==> config.mk <==
export PLATFORM = sky130hd
export DESIGN_NAME = gpio_regbank
export DESIGN_NICKNAME = d
export VERILOG_FILES = /design/src/rtl/gpio_regbank_pkg.sv /design/src/rtl/gpio_addr_decode.sv /design/src/rtl/gpio_sync.sv /design/src/rtl/gpio_ctrl_regs.sv /design/src/rtl/gpio_regbank.sv
export SDC_FILE = /design/constraint.sdc
export NUM_CORES = 1
export LEC_CHECK = 0
export BUFFER_PORTS_ARGS = -buffer_cell sky130_fd_sc_hd__buf_2
export CAP_MARGIN = 0
export CORE_ASPECT_RATIO = 0.8
export CORE_MARGIN = 1
export CORE_UTILIZATION = 30
export DETAILED_ROUTE_END_ITERATION = 8
export PLACE_DENSITY = 0.52
export SETUP_SLACK_MARGIN = 0.5
export SYNTH_ARGS = -nofsm -noshare
export SYNTH_HDL_FRONTEND = slang
export SYNTH_HIERARCHICAL = 1
export SYNTH_SLANG_ARGS = --single-unit
==> constraint.sdc <==
create_clock -name clk -period 3.55 [get_ports clk]
set_input_delay 0.71 -clock clk [delete_from_list [all_inputs] [get_ports clk]]
set_output_delay 0.71 -clock clk [all_outputs]
set_load 0.005 [all_outputs]
==> src/rtl/gpio_regbank_pkg.sv <==
package gpio_regbank_pkg;

    // Byte offsets; software depends on these exact values.
    localparam logic [7:0] OFS_DIR = 8'h10;
    localparam logic [7:0] OFS_OUT = 8'h14;
    localparam logic [7:0] OFS_SET = 8'h18;
    localparam logic [7:0] OFS_CLR = 8'h1C;
    localparam logic [7:0] OFS_IN  = 8'h20;

    typedef enum logic [2:0] {
        SEL_NONE = 3'd0,
        SEL_DIR  = 3'd1,
        SEL_OUT  = 3'd2,
        SEL_SET  = 3'd3,
        SEL_CLR  = 3'd4,
        SEL_IN   = 3'd5
    } reg_sel_e;

endpackage

==> src/rtl/gpio_addr_decode.sv <==
module gpio_addr_decode
    import gpio_regbank_pkg::*;
#(
    parameter int unsigned ADDR_W = 8
) (
    input  logic [ADDR_W-1:0] addr,
    output reg_sel_e          sel
);
    always_comb begin
        if      (addr == ADDR_W'(OFS_DIR)) sel = SEL_DIR;
        else if (addr == ADDR_W'(OFS_OUT)) sel = SEL_OUT;
        else if (addr == ADDR_W'(OFS_SET)) sel = SEL_SET;
        else if (addr == ADDR_W'(OFS_CLR)) sel = SEL_CLR;
        else if (addr == ADDR_W'(OFS_IN))  sel = SEL_IN;
        else                               sel = SEL_NONE;
    end
endmodule

==> src/rtl/gpio_sync.sv <==
module gpio_sync #(
    parameter int unsigned WIDTH  = 16,
    parameter int unsigned STAGES = 2
) (
    input  logic             clk,
    input  logic             rst_n,
    input  logic [WIDTH-1:0] async_in,
    output logic [WIDTH-1:0] sync_out
);
    logic [STAGES-1:0][WIDTH-1:0] stage_q;

    genvar s;
    generate
        for (s = 0; s < STAGES; s++) begin : g_stage
            if (s == 0) begin : g_first
                always_ff @(posedge clk or negedge rst_n) begin
                    if (!rst_n) stage_q[0] <= '0;
                    else        stage_q[0] <= async_in;
                end
            end else begin : g_next
                always_ff @(posedge clk or negedge rst_n) begin
                    if (!rst_n) stage_q[s] <= '0;
                    else        stage_q[s] <= stage_q[s-1];
                end
            end
        end
    endgenerate

    assign sync_out = stage_q[STAGES-1];
endmodule

==> src/rtl/gpio_ctrl_regs.sv <==
module gpio_ctrl_regs
    import gpio_regbank_pkg::*;
#(
    parameter int unsigned PINS = 16
) (
    input  logic            clk,
    input  logic            rst_n,
    input  logic            wr_en,
    input  reg_sel_e        sel,
    input  logic [PINS-1:0] wdata,
    output logic [PINS-1:0] dir_q,
    output logic [PINS-1:0] out_q
);
    logic [PINS-1:0] dir_d;
    logic [PINS-1:0] out_d;

    always_comb begin
        dir_d = dir_q;
        out_d = out_q;
        if (wr_en) begin
            unique case (sel)
                SEL_DIR: dir_d = wdata;
                SEL_OUT: out_d = wdata;
                SEL_SET: out_d = out_q | wdata;
                SEL_CLR: out_d = out_q & ~wdata;
                SEL_IN, SEL_NONE: ;
                default: ;
            endcase
        end
    end

    always_ff @(posedge clk or negedge rst_n) begin
        if (!rst_n) begin
            dir_q <= '1;
            out_q <= '0;
        end else begin
            dir_q <= dir_d;
            out_q <= out_d;
        end
    end


    set_forces_ones_chk: assert property (@(posedge clk) disable iff (!rst_n)
        (wr_en && sel == SEL_SET) |=> ((out_q & $past(wdata)) == $past(wdata)));


    set_keeps_zeros_chk: assert property (@(posedge clk) disable iff (!rst_n)
        (wr_en && sel == SEL_SET) |=> ((out_q & ~$past(wdata)) == ($past(out_q) & ~$past(wdata))));


    clr_forces_zeros_chk: assert property (@(posedge clk) disable iff (!rst_n)
        (wr_en && sel == SEL_CLR) |=> ((out_q & $past(wdata)) == '0));


    clr_keeps_others_chk: assert property (@(posedge clk) disable iff (!rst_n)
        (wr_en && sel == SEL_CLR) |=> ((out_q & ~$past(wdata)) == ($past(out_q) & ~$past(wdata))));


    idle_hold_chk: assert property (@(posedge clk) disable iff (!rst_n)
        (!wr_en || sel == SEL_IN || sel == SEL_NONE) |=> ($stable(dir_q) && $stable(out_q)));
endmodule

==> src/rtl/gpio_regbank.sv <==
module gpio_regbank
    import gpio_regbank_pkg::*;
#(
    parameter int unsigned PINS        = 16,
    parameter int unsigned DATA_W      = 32,
    parameter int unsigned ADDR_W      = 8,
    parameter int unsigned SYNC_STAGES = 2
) (
    input  logic              clk,
    input  logic              rst_n,
    input  logic              bus_wr,
    input  logic              bus_rd,
    input  logic [ADDR_W-1:0] bus_addr,
    input  logic [DATA_W-1:0] bus_wdata,
    output logic [DATA_W-1:0] bus_rdata,
    input  logic [PINS-1:0]   pad_in,
    output logic [PINS-1:0]   pad_out,
    output logic [PINS-1:0]   pad_oe
);
    reg_sel_e        sel;
    logic [PINS-1:0] dir_q;
    logic [PINS-1:0] out_q;
    logic [PINS-1:0] pin_sync;
    logic [PINS-1:0] rd_field;

    gpio_addr_decode #(.ADDR_W(ADDR_W)) u_decode (
        .addr (bus_addr),
        .sel  (sel)
    );

    gpio_ctrl_regs #(.PINS(PINS)) u_regs (
        .clk   (clk),
        .rst_n (rst_n),
        .wr_en (bus_wr),
        .sel   (sel),
        .wdata (bus_wdata[PINS-1:0]),
        .dir_q (dir_q),
        .out_q (out_q)
    );

    gpio_sync #(.WIDTH(PINS), .STAGES(SYNC_STAGES)) u_sync (
        .clk      (clk),
        .rst_n    (rst_n),
        .async_in (pad_in),
        .sync_out (pin_sync)
    );

    assign pad_oe  = ~dir_q;
    assign pad_out = out_q;

    always_comb begin
        rd_field = '0;
        if (bus_rd) begin
            unique case (sel)
                SEL_DIR:                  rd_field = dir_q;
                SEL_OUT, SEL_SET, SEL_CLR: rd_field = out_q;
                SEL_IN:                   rd_field = pin_sync;
                SEL_NONE:                 rd_field = '0;
                default:                  rd_field = '0;
            endcase
        end
    end

    assign bus_rdata = DATA_W'(rd_field);

    // Cycles since reset, saturating; used only to qualify the latency check.
    logic [1:0] warm_q;
    always_ff @(posedge clk or negedge rst_n) begin
        if (!rst_n)              warm_q <= '0;
        else if (warm_q != 2'd3) warm_q <= warm_q + 2'd1;
    end


    oe_follows_dir_chk: assert property (@(posedge clk) disable iff (!rst_n)
        (bus_wr && sel == SEL_DIR) |=> (pad_oe == ~$past(bus_wdata[PINS-1:0])));


    out_load_chk: assert property (@(posedge clk) disable iff (!rst_n)
        (bus_wr && sel == SEL_OUT) |=> (pad_out == $past(bus_wdata[PINS-1:0])));


    idle_rdata_zero_chk: assert property (@(posedge clk) disable iff (!rst_n)
        (!bus_rd || sel == SEL_NONE) |-> (bus_rdata == '0));

    generate
        if (PINS < DATA_W) begin : g_rsvd

            rsvd_bits_zero_chk: assert property (@(posedge clk) disable iff (!rst_n)
                bus_rdata[DATA_W-1:PINS] == '0);
        end
        if (SYNC_STAGES == 2) begin : g_lat

            in_latency_chk: assert property (@(posedge clk) disable iff (!rst_n)
                (bus_rd && sel == SEL_IN && warm_q >= 2'd2)
                    |-> (bus_rdata[PINS-1:0] == $past(pad_in, 2)));
        end
    endgenerate
endmodule

==> impl_metrics.toml, run 1 <==
[yosys]
synth-edff-count = 0
ys_types = 34
yosysTopAreaCellShare_pct = 35.54
synth_area_leaders = "dfrtp_1 36%, dfstp_2 12%, buf_4 8.0%, mux2_2 7.3%, mux2_4 4.4%"
ys_warn_count = 6
synth_area_mm2 = 0.003379
synthTopCellsByCount = "48 x dfrtp_1, 36 x buf_4, 33 x nand2_1"
synth-seq-cells = 64
ys_async_sr_fraction_pct = 100.0
yosysSeqAreaShare_pct = 47.98
synth_most_common_cell = "dfrtp_1"
synthFlopType = "dfrtp_1"
avgSynthCellArea_um2 = 10.83
syn_inst = 312
synth_largest_area_cell = "dfrtp_1"

[place]
portBuffers = 91
gp_congestion = 0.7788
dp_slack_ns = 0.2203
dpl.hpwl_um = 6023

[sta]
timing.final.crit_share_pct = 90.29
hold_viol_final = 0
worst_pin_slew_ns = 0.8015
slew_viol_final = 0
min_period_ns = 3.205
setup_tns_ns = 0
slew_headroom_pct = 46.57
fmax_mhz = 312.0
finalSetupViolCount = 0
rsz0062_at_grt = "true"
finalWorstSetupSlack_ns = 0.3446
finalClockSkew_ns = 0.004474

[floorplanning]
dieArea_mm2 = 0.01170
std_cell_rows = 34
io_pins = 124
die_x_um = 120.7
die_h_um = 96.93
initial_utilization_pct = 30.91
core_mm2 = 0.01093

[routing]
firstDrtPassIters = 4
wl_per_cell_um = 16.92
vias = 2626
routed_via_density = 4.740
drc = 0
drt_wl_total_um = 9375
ant_nets = 0
drt_iter0_drc = 101

[final_layout]
finalNetCount = 465
n_antenna_cell = 0
syn_to_final_growth_pct = 32.32
final_util_pct = 40.90
drive_above_1_share_pct = 54.63
fill_cells = 1083

[worst_setup_path]
crit_path_start_kind = "primary input"
regToRegEndpoint = "u_regs/out_q[5]$_DFFE_PN0P_"
crit_start = "bus_addr[1]"
arrival_ns = 2.50
r2r_slack_ns = 2.73
critPathCaptureType = "primary output"
worstPathCellList = "buf_6, or4_4, a211oi_4, buf_6, buf_12, mux2_2, nand2_1, a21oi_2, buf_2"
required_ns = 2.84
r2r_start = "u_regs/out_q[5]$_DFFE_PN0P_"
crit_path_max_fanout = 5
reg2reg_depth = 2
path_class = "in2out"
max_stage_delay_ns = 0.58
cp_slowest_cell = "or4_4"
path_common_cell = "buf_6"

[grt]
grt_pass1_vias = 2696
grt_overflow = 0
grt_max_degree = 65
groute.usage.overall_pct = 16.84
antenna_found_initial = 0
grt_pass1_wl_um = 15010

[power_and_ir_drop]
powerDensity_mw_per_mm2 = 426.1
sw_frac_of_total_pct = 22.52
power_switching_mw = 0.4291
combPwrFrac_pct = 8.2
irDropWorstVdd_mv = 0.1763
internal_power_mw = 1.476
clockPowerShare_pct = 48.8
pwr-share-seq_pct = 43.0
p_leak_nw = 1.819

[clocking]
path_clk_slew_ns = 0.05
numCtsBuffers = 9
cts_buffer_depth = 2
cts_sinks = 64
clk_latency_ns = 0.33
root_buffer = "clkbuf_16"
tritoncts = "done"
htree_num_levels = 3

[hold_path]
hold_path.class = "reg2reg"
min_to = "u_sync/sync_out[7]$_DFF_PN0_"
min-delay-start = "u_sync/stage_q[7]$_DFF_PN0_"
whs_path_depth = 0

[flow_run]
drv_cap = 0

[run_status]
status = "complete, no violations"
## cell families after synthesis
| group | Yosys count | share of synthesized area (%) |
|---|---|---|
| AO/OA/AOI/OAI | 52 | 10.92 |
| XOR/XNOR | 1 | 0.2592 |
| buffers and inverters | 69 | 13.55 |
| flip-flops | 64 | 47.98 |
| AND/OR/NAND/NOR | 93 | 15.40 |
| multiplexers | 32 | 11.77 |
| other | 1 | 0.1110 |
## final cells by class
| type | count | area, um^2 | area share [%] |
|---|---|---|---|
| clock buffer | 10 | 229.0 | 5.120 |
| tap | 144 | 180.2 | 4.029 |
| multi-input combinational | 194 | 1510 | 33.77 |
| timing repair buffer | 120 | 785.8 | 17.57 |
| clock inverter | 6 | 85.08 | 1.903 |
| sequential | 64 | 1622 | 36.26 |
| inverter | 16 | 60.06 | 1.343 |
## routing by layer
layer | vias to the layer above | global-route usage (%) | wire (um)
met3 | 8 | 4.599 | 411
met4 | 0 | 4.748 | 65
met2 | 80 | 26.53 | 4424
met5 | - | 0 | 0
li1 | 1226 | - | -
met1 | 1312 | 22.60 | 4472
## flip-flops by register name (all words and copies together), names as in the netlist
name,cells
u_sync/stage_q,16
u_sync/sync_out,16
u_regs/dir_q,16
u_regs/out_q,16
## placed cells by master, fill, tap and decap left out, types with 4 or more instances in the layout
cell / netlist / final
nand3_1: 30 / 30
dfrtp_1: 48 / 48
inv_1: 16 / 16
mux2_4: 10 / 21
buf_6: 3 / 4
conb_1: 1 / 16
a32oi_1: 17 / 16
mux2_2: 22 / 11
nand3b_1: 15 / 15
clkbuf_16: 0 / 10
dfstp_2: 16 / 16
o21ai_0: 14 / 14
buf_4: 36 / 20
buf_2: 4 / 90
a21oi_2: 10 / 16
nand2_1: 33 / 18
nand2_2: 0 / 15
## power groups by stage
stage / registers [mW] / clock network [mW] / logic (mW)
2_1_floorplan: 0.817 / 0 / 0.0945
3_3_place_gp: 0.829 / 0 / 0.145
3_5_place_dp: 0.830 / 0 / 0.148
4_1_cts: 0.818 / 0.953 / 0.156
5_1_grt: 0.824 / 0.993 / 0.176
6_report: 0.819 / 0.930 / 0.156
## critical path: cells and delay by family
family	cells	cell delay (ns)
and+or+nand+nor	2	0.66
buffers and inverters	4	0.50
muxes	1	0.33
AOI/OAI and AO/OA	2	0.29
## through the flow
stage | std cells | power [mW] | hold slack, ns | cell area [um^2]
CTS | 553 | 1.927 | 0.3468 | 4393
floorplan | 327 | 0.9113 | 0.3312 | 3442
detailed placement | 523 | 0.9783 | 0.3347 | 3809
global placement | 523 | 0.9735 | 0.3340 | 3809
global route | 554 | 1.993 | 0.3530 | 4472
finish | 554 | 1.905 | 0.3465 | 4472
## timing repair
| item | 4_1_cts | 5_1_grt |
|---|---|---|
| gates cloned | 2 | 1 |
| resized for setup | 29 | 16 |
| setup endpoints to repair | 16 | 16 |
| setup buffers | 12 | 0 |
| pin swaps | 10 | 3 |
| hold buffers | 0 | 0 |
## how the worst max path moves through the flow
stage	end	slack [ns]
floorplan	bus_rdata[10]	0.53
global placement	bus_rdata[4]	0.23
detailed placement	bus_rdata[4]	0.22
CTS	bus_rdata[4]	0.34
global route	bus_rdata[12]	0.28
finish	bus_rdata[12]	0.34
Power figures use the tool's default switching activity.
==> run 2: changes to the inputs <==
- CTS_BUF_LIST: default -> sky130_fd_sc_hd__clkbuf_4 sky130_fd_sc_hd__clkbuf_8
==> impl_metrics.toml, run 2 (same netlist as run 1, synthesis figures left out) <==
[routing]
drt_wl_total_um = 9319
drc = 0
ant_nets = 0
vias = 2638
routed_via_density = 4.762
firstDrtPassIters = 4
drt_iter0_drc = 86
wl_per_cell_um = 16.82

[floorplanning]
die_x_um = 120.7
io_pins = 124
dieArea_mm2 = 0.01170
initial_utilization_pct = 30.91
core_mm2 = 0.01093
die_h_um = 96.93
std_cell_rows = 34

[place]
dpl.hpwl_um = 6023
portBuffers = 91
gp_congestion = 0.7788

[clocking]
cts_buffer_depth = 2
root_buffer = "clkbuf_8"
clk_latency_ns = 0.34
htree_num_levels = 3
cts_hold_buf = 0
cts_sinks = 64
numCtsBuffers = 9
path_clk_slew_ns = 0.07
tritoncts = "done"

[worst_setup_path]
r2r_slack_ns = 2.75
regToRegEndpoint = "u_regs/out_q[14]$_DFFE_PN0P_"
path_class = "in2out"
r2r_start = "u_regs/out_q[14]$_DFFE_PN0P_"
crit_path_max_fanout = 5
reg2reg_depth = 2
arrival_ns = 2.49
required_ns = 2.84
crit_path_start_kind = "primary input"
critPathCaptureType = "primary output"

[grt]
grt_overflow = 0
met3_usage_pct = 3.892
grt.busiest_layer = "met2"
grt_pass1_wl_um = 14860
antenna_found_initial = 0
grt_use_met2_pct = 25.77
grt_max_degree = 65
grt_pass1_vias = 2721
grtUsageMet1_pct = 22.45
groute.usage.overall_pct = 16.60

[power_and_ir_drop]
p_leak_nw = 1.777
irDropWorstVdd_mv = 0.1775
powerDensity_mw_per_mm2 = 380.8

[sta]
rsz0062_at_grt = "true"
slew_headroom_pct = 46.68
hold_viol_final = 0
finalClockSkew_ns = 0.005603
timing.final.crit_share_pct = 90.23
slew_viol_final = 0
setup_tns_ns = 0
worst_pin_slew_ns = 0.7998
min_period_ns = 3.203
finalSetupViolCount = 0
fmax_mhz = 312.2

[hold_path]
whs_path_depth = 0
hold_path.class = "reg2reg"
min_to = "u_sync/sync_out[7]$_DFF_PN0_"
min-delay-start = "u_sync/stage_q[7]$_DFF_PN0_"

[final_layout]
finalNetCount = 465
final_util_pct = 40.01
fill_cells = 1095
syn_to_final_growth_pct = 29.43
regArea_mm2 = 0.001622
multiInputGateArea_mm2 = 0.001510
drive_above_1_share_pct = 54.88
n_antenna_cell = 0
final_cell_mix = "90 x buf_2, 48 x dfrtp_1, 30 x nand3_1"
mostFrequentLayoutCell = "buf_2"

[flow_run]
drv_cap = 0

[run_status]
status = "complete, no violations"
[run 2: changes by cell type in the layout (fill, tap and decap cells not counted)]
cell | previous run | this run
clkbuf_16 | 10 | 1
clkbuf_8 | 0 | 9
clkbuf_1 | 1 | 0
clkbuf_4 | 0 | 1
[run 2: layer usage]
metal  vias up  wire length [um]  part of all wire, %
met5         -                 0                    0
met4         0               119                  1.3
met3        13               454                  4.9
met2        86              4321                   46
met1      1312              4423                   47
li1       1227                 -                    -
[run 2: repair_timing]
action / CTS / global route
cloned: 2 / 1
pin swaps: 10 / 3
endpoints found under the setup margin: 16 / 16
resized for setup: 29 / 16
setup buffers: 12 / 0
[run 2: how the worst max path moves through the flow]
stage | from | to | cells after the start
3_5_place_dp | bus_addr[1] | bus_rdata[4] | 7
6_report | bus_addr[1] | bus_rdata[12] | 9
3_3_place_gp | bus_addr[1] | bus_rdata[4] | 7
4_1_cts | bus_addr[1] | bus_rdata[4] | 9
5_1_grt | bus_addr[1] | bus_rdata[12] | 9
2_1_floorplan | bus_addr[1] | bus_rdata[10] | 7
[run 2: stage by stage]
stage	hold WS, ns	setup slack (ns)	instance area (um^2)	std cells	power (mW)
2_1_floorplan	0.3312	0.5277	3442	327	0.9113
3_3_place_gp	0.3340	0.2280	3809	523	0.9735
3_5_place_dp	0.3347	0.2203	3809	523	0.9783
4_1_cts	0.3510	0.3420	4295	553	1.684
5_1_grt	0.3573	0.2761	4374	554	1.745
6_report	0.3504	0.3469	4374	554	1.666
[run 2: worst max-delay path, stage by stage]
cell	delay (ns)
buf_6	0.09
or4_4	0.58
a211oi_4	0.22
buf_6	0.16
buf_12	0.12
mux2_2	0.33
nand2_1	0.08
a21oi_2	0.06
buf_2	0.13
[run 2: power breakdown]
group | internal [mW] | switching (mW)
clock network | 0.401 | 0.292
registers | 0.786 | 0.0309
logic | 0.0770 | 0.0792
[run 2: final cells by class]
cell class / instances / share of cell area [%]
inverter: 16 / 1.373
timing repair buffer: 120 / 17.96
sequential: 64 / 37.07
multi-input combinational: 194 / 34.53
tap: 144 / 4.119
clock buffer: 10 / 3.003
clock inverter: 6 / 1.945
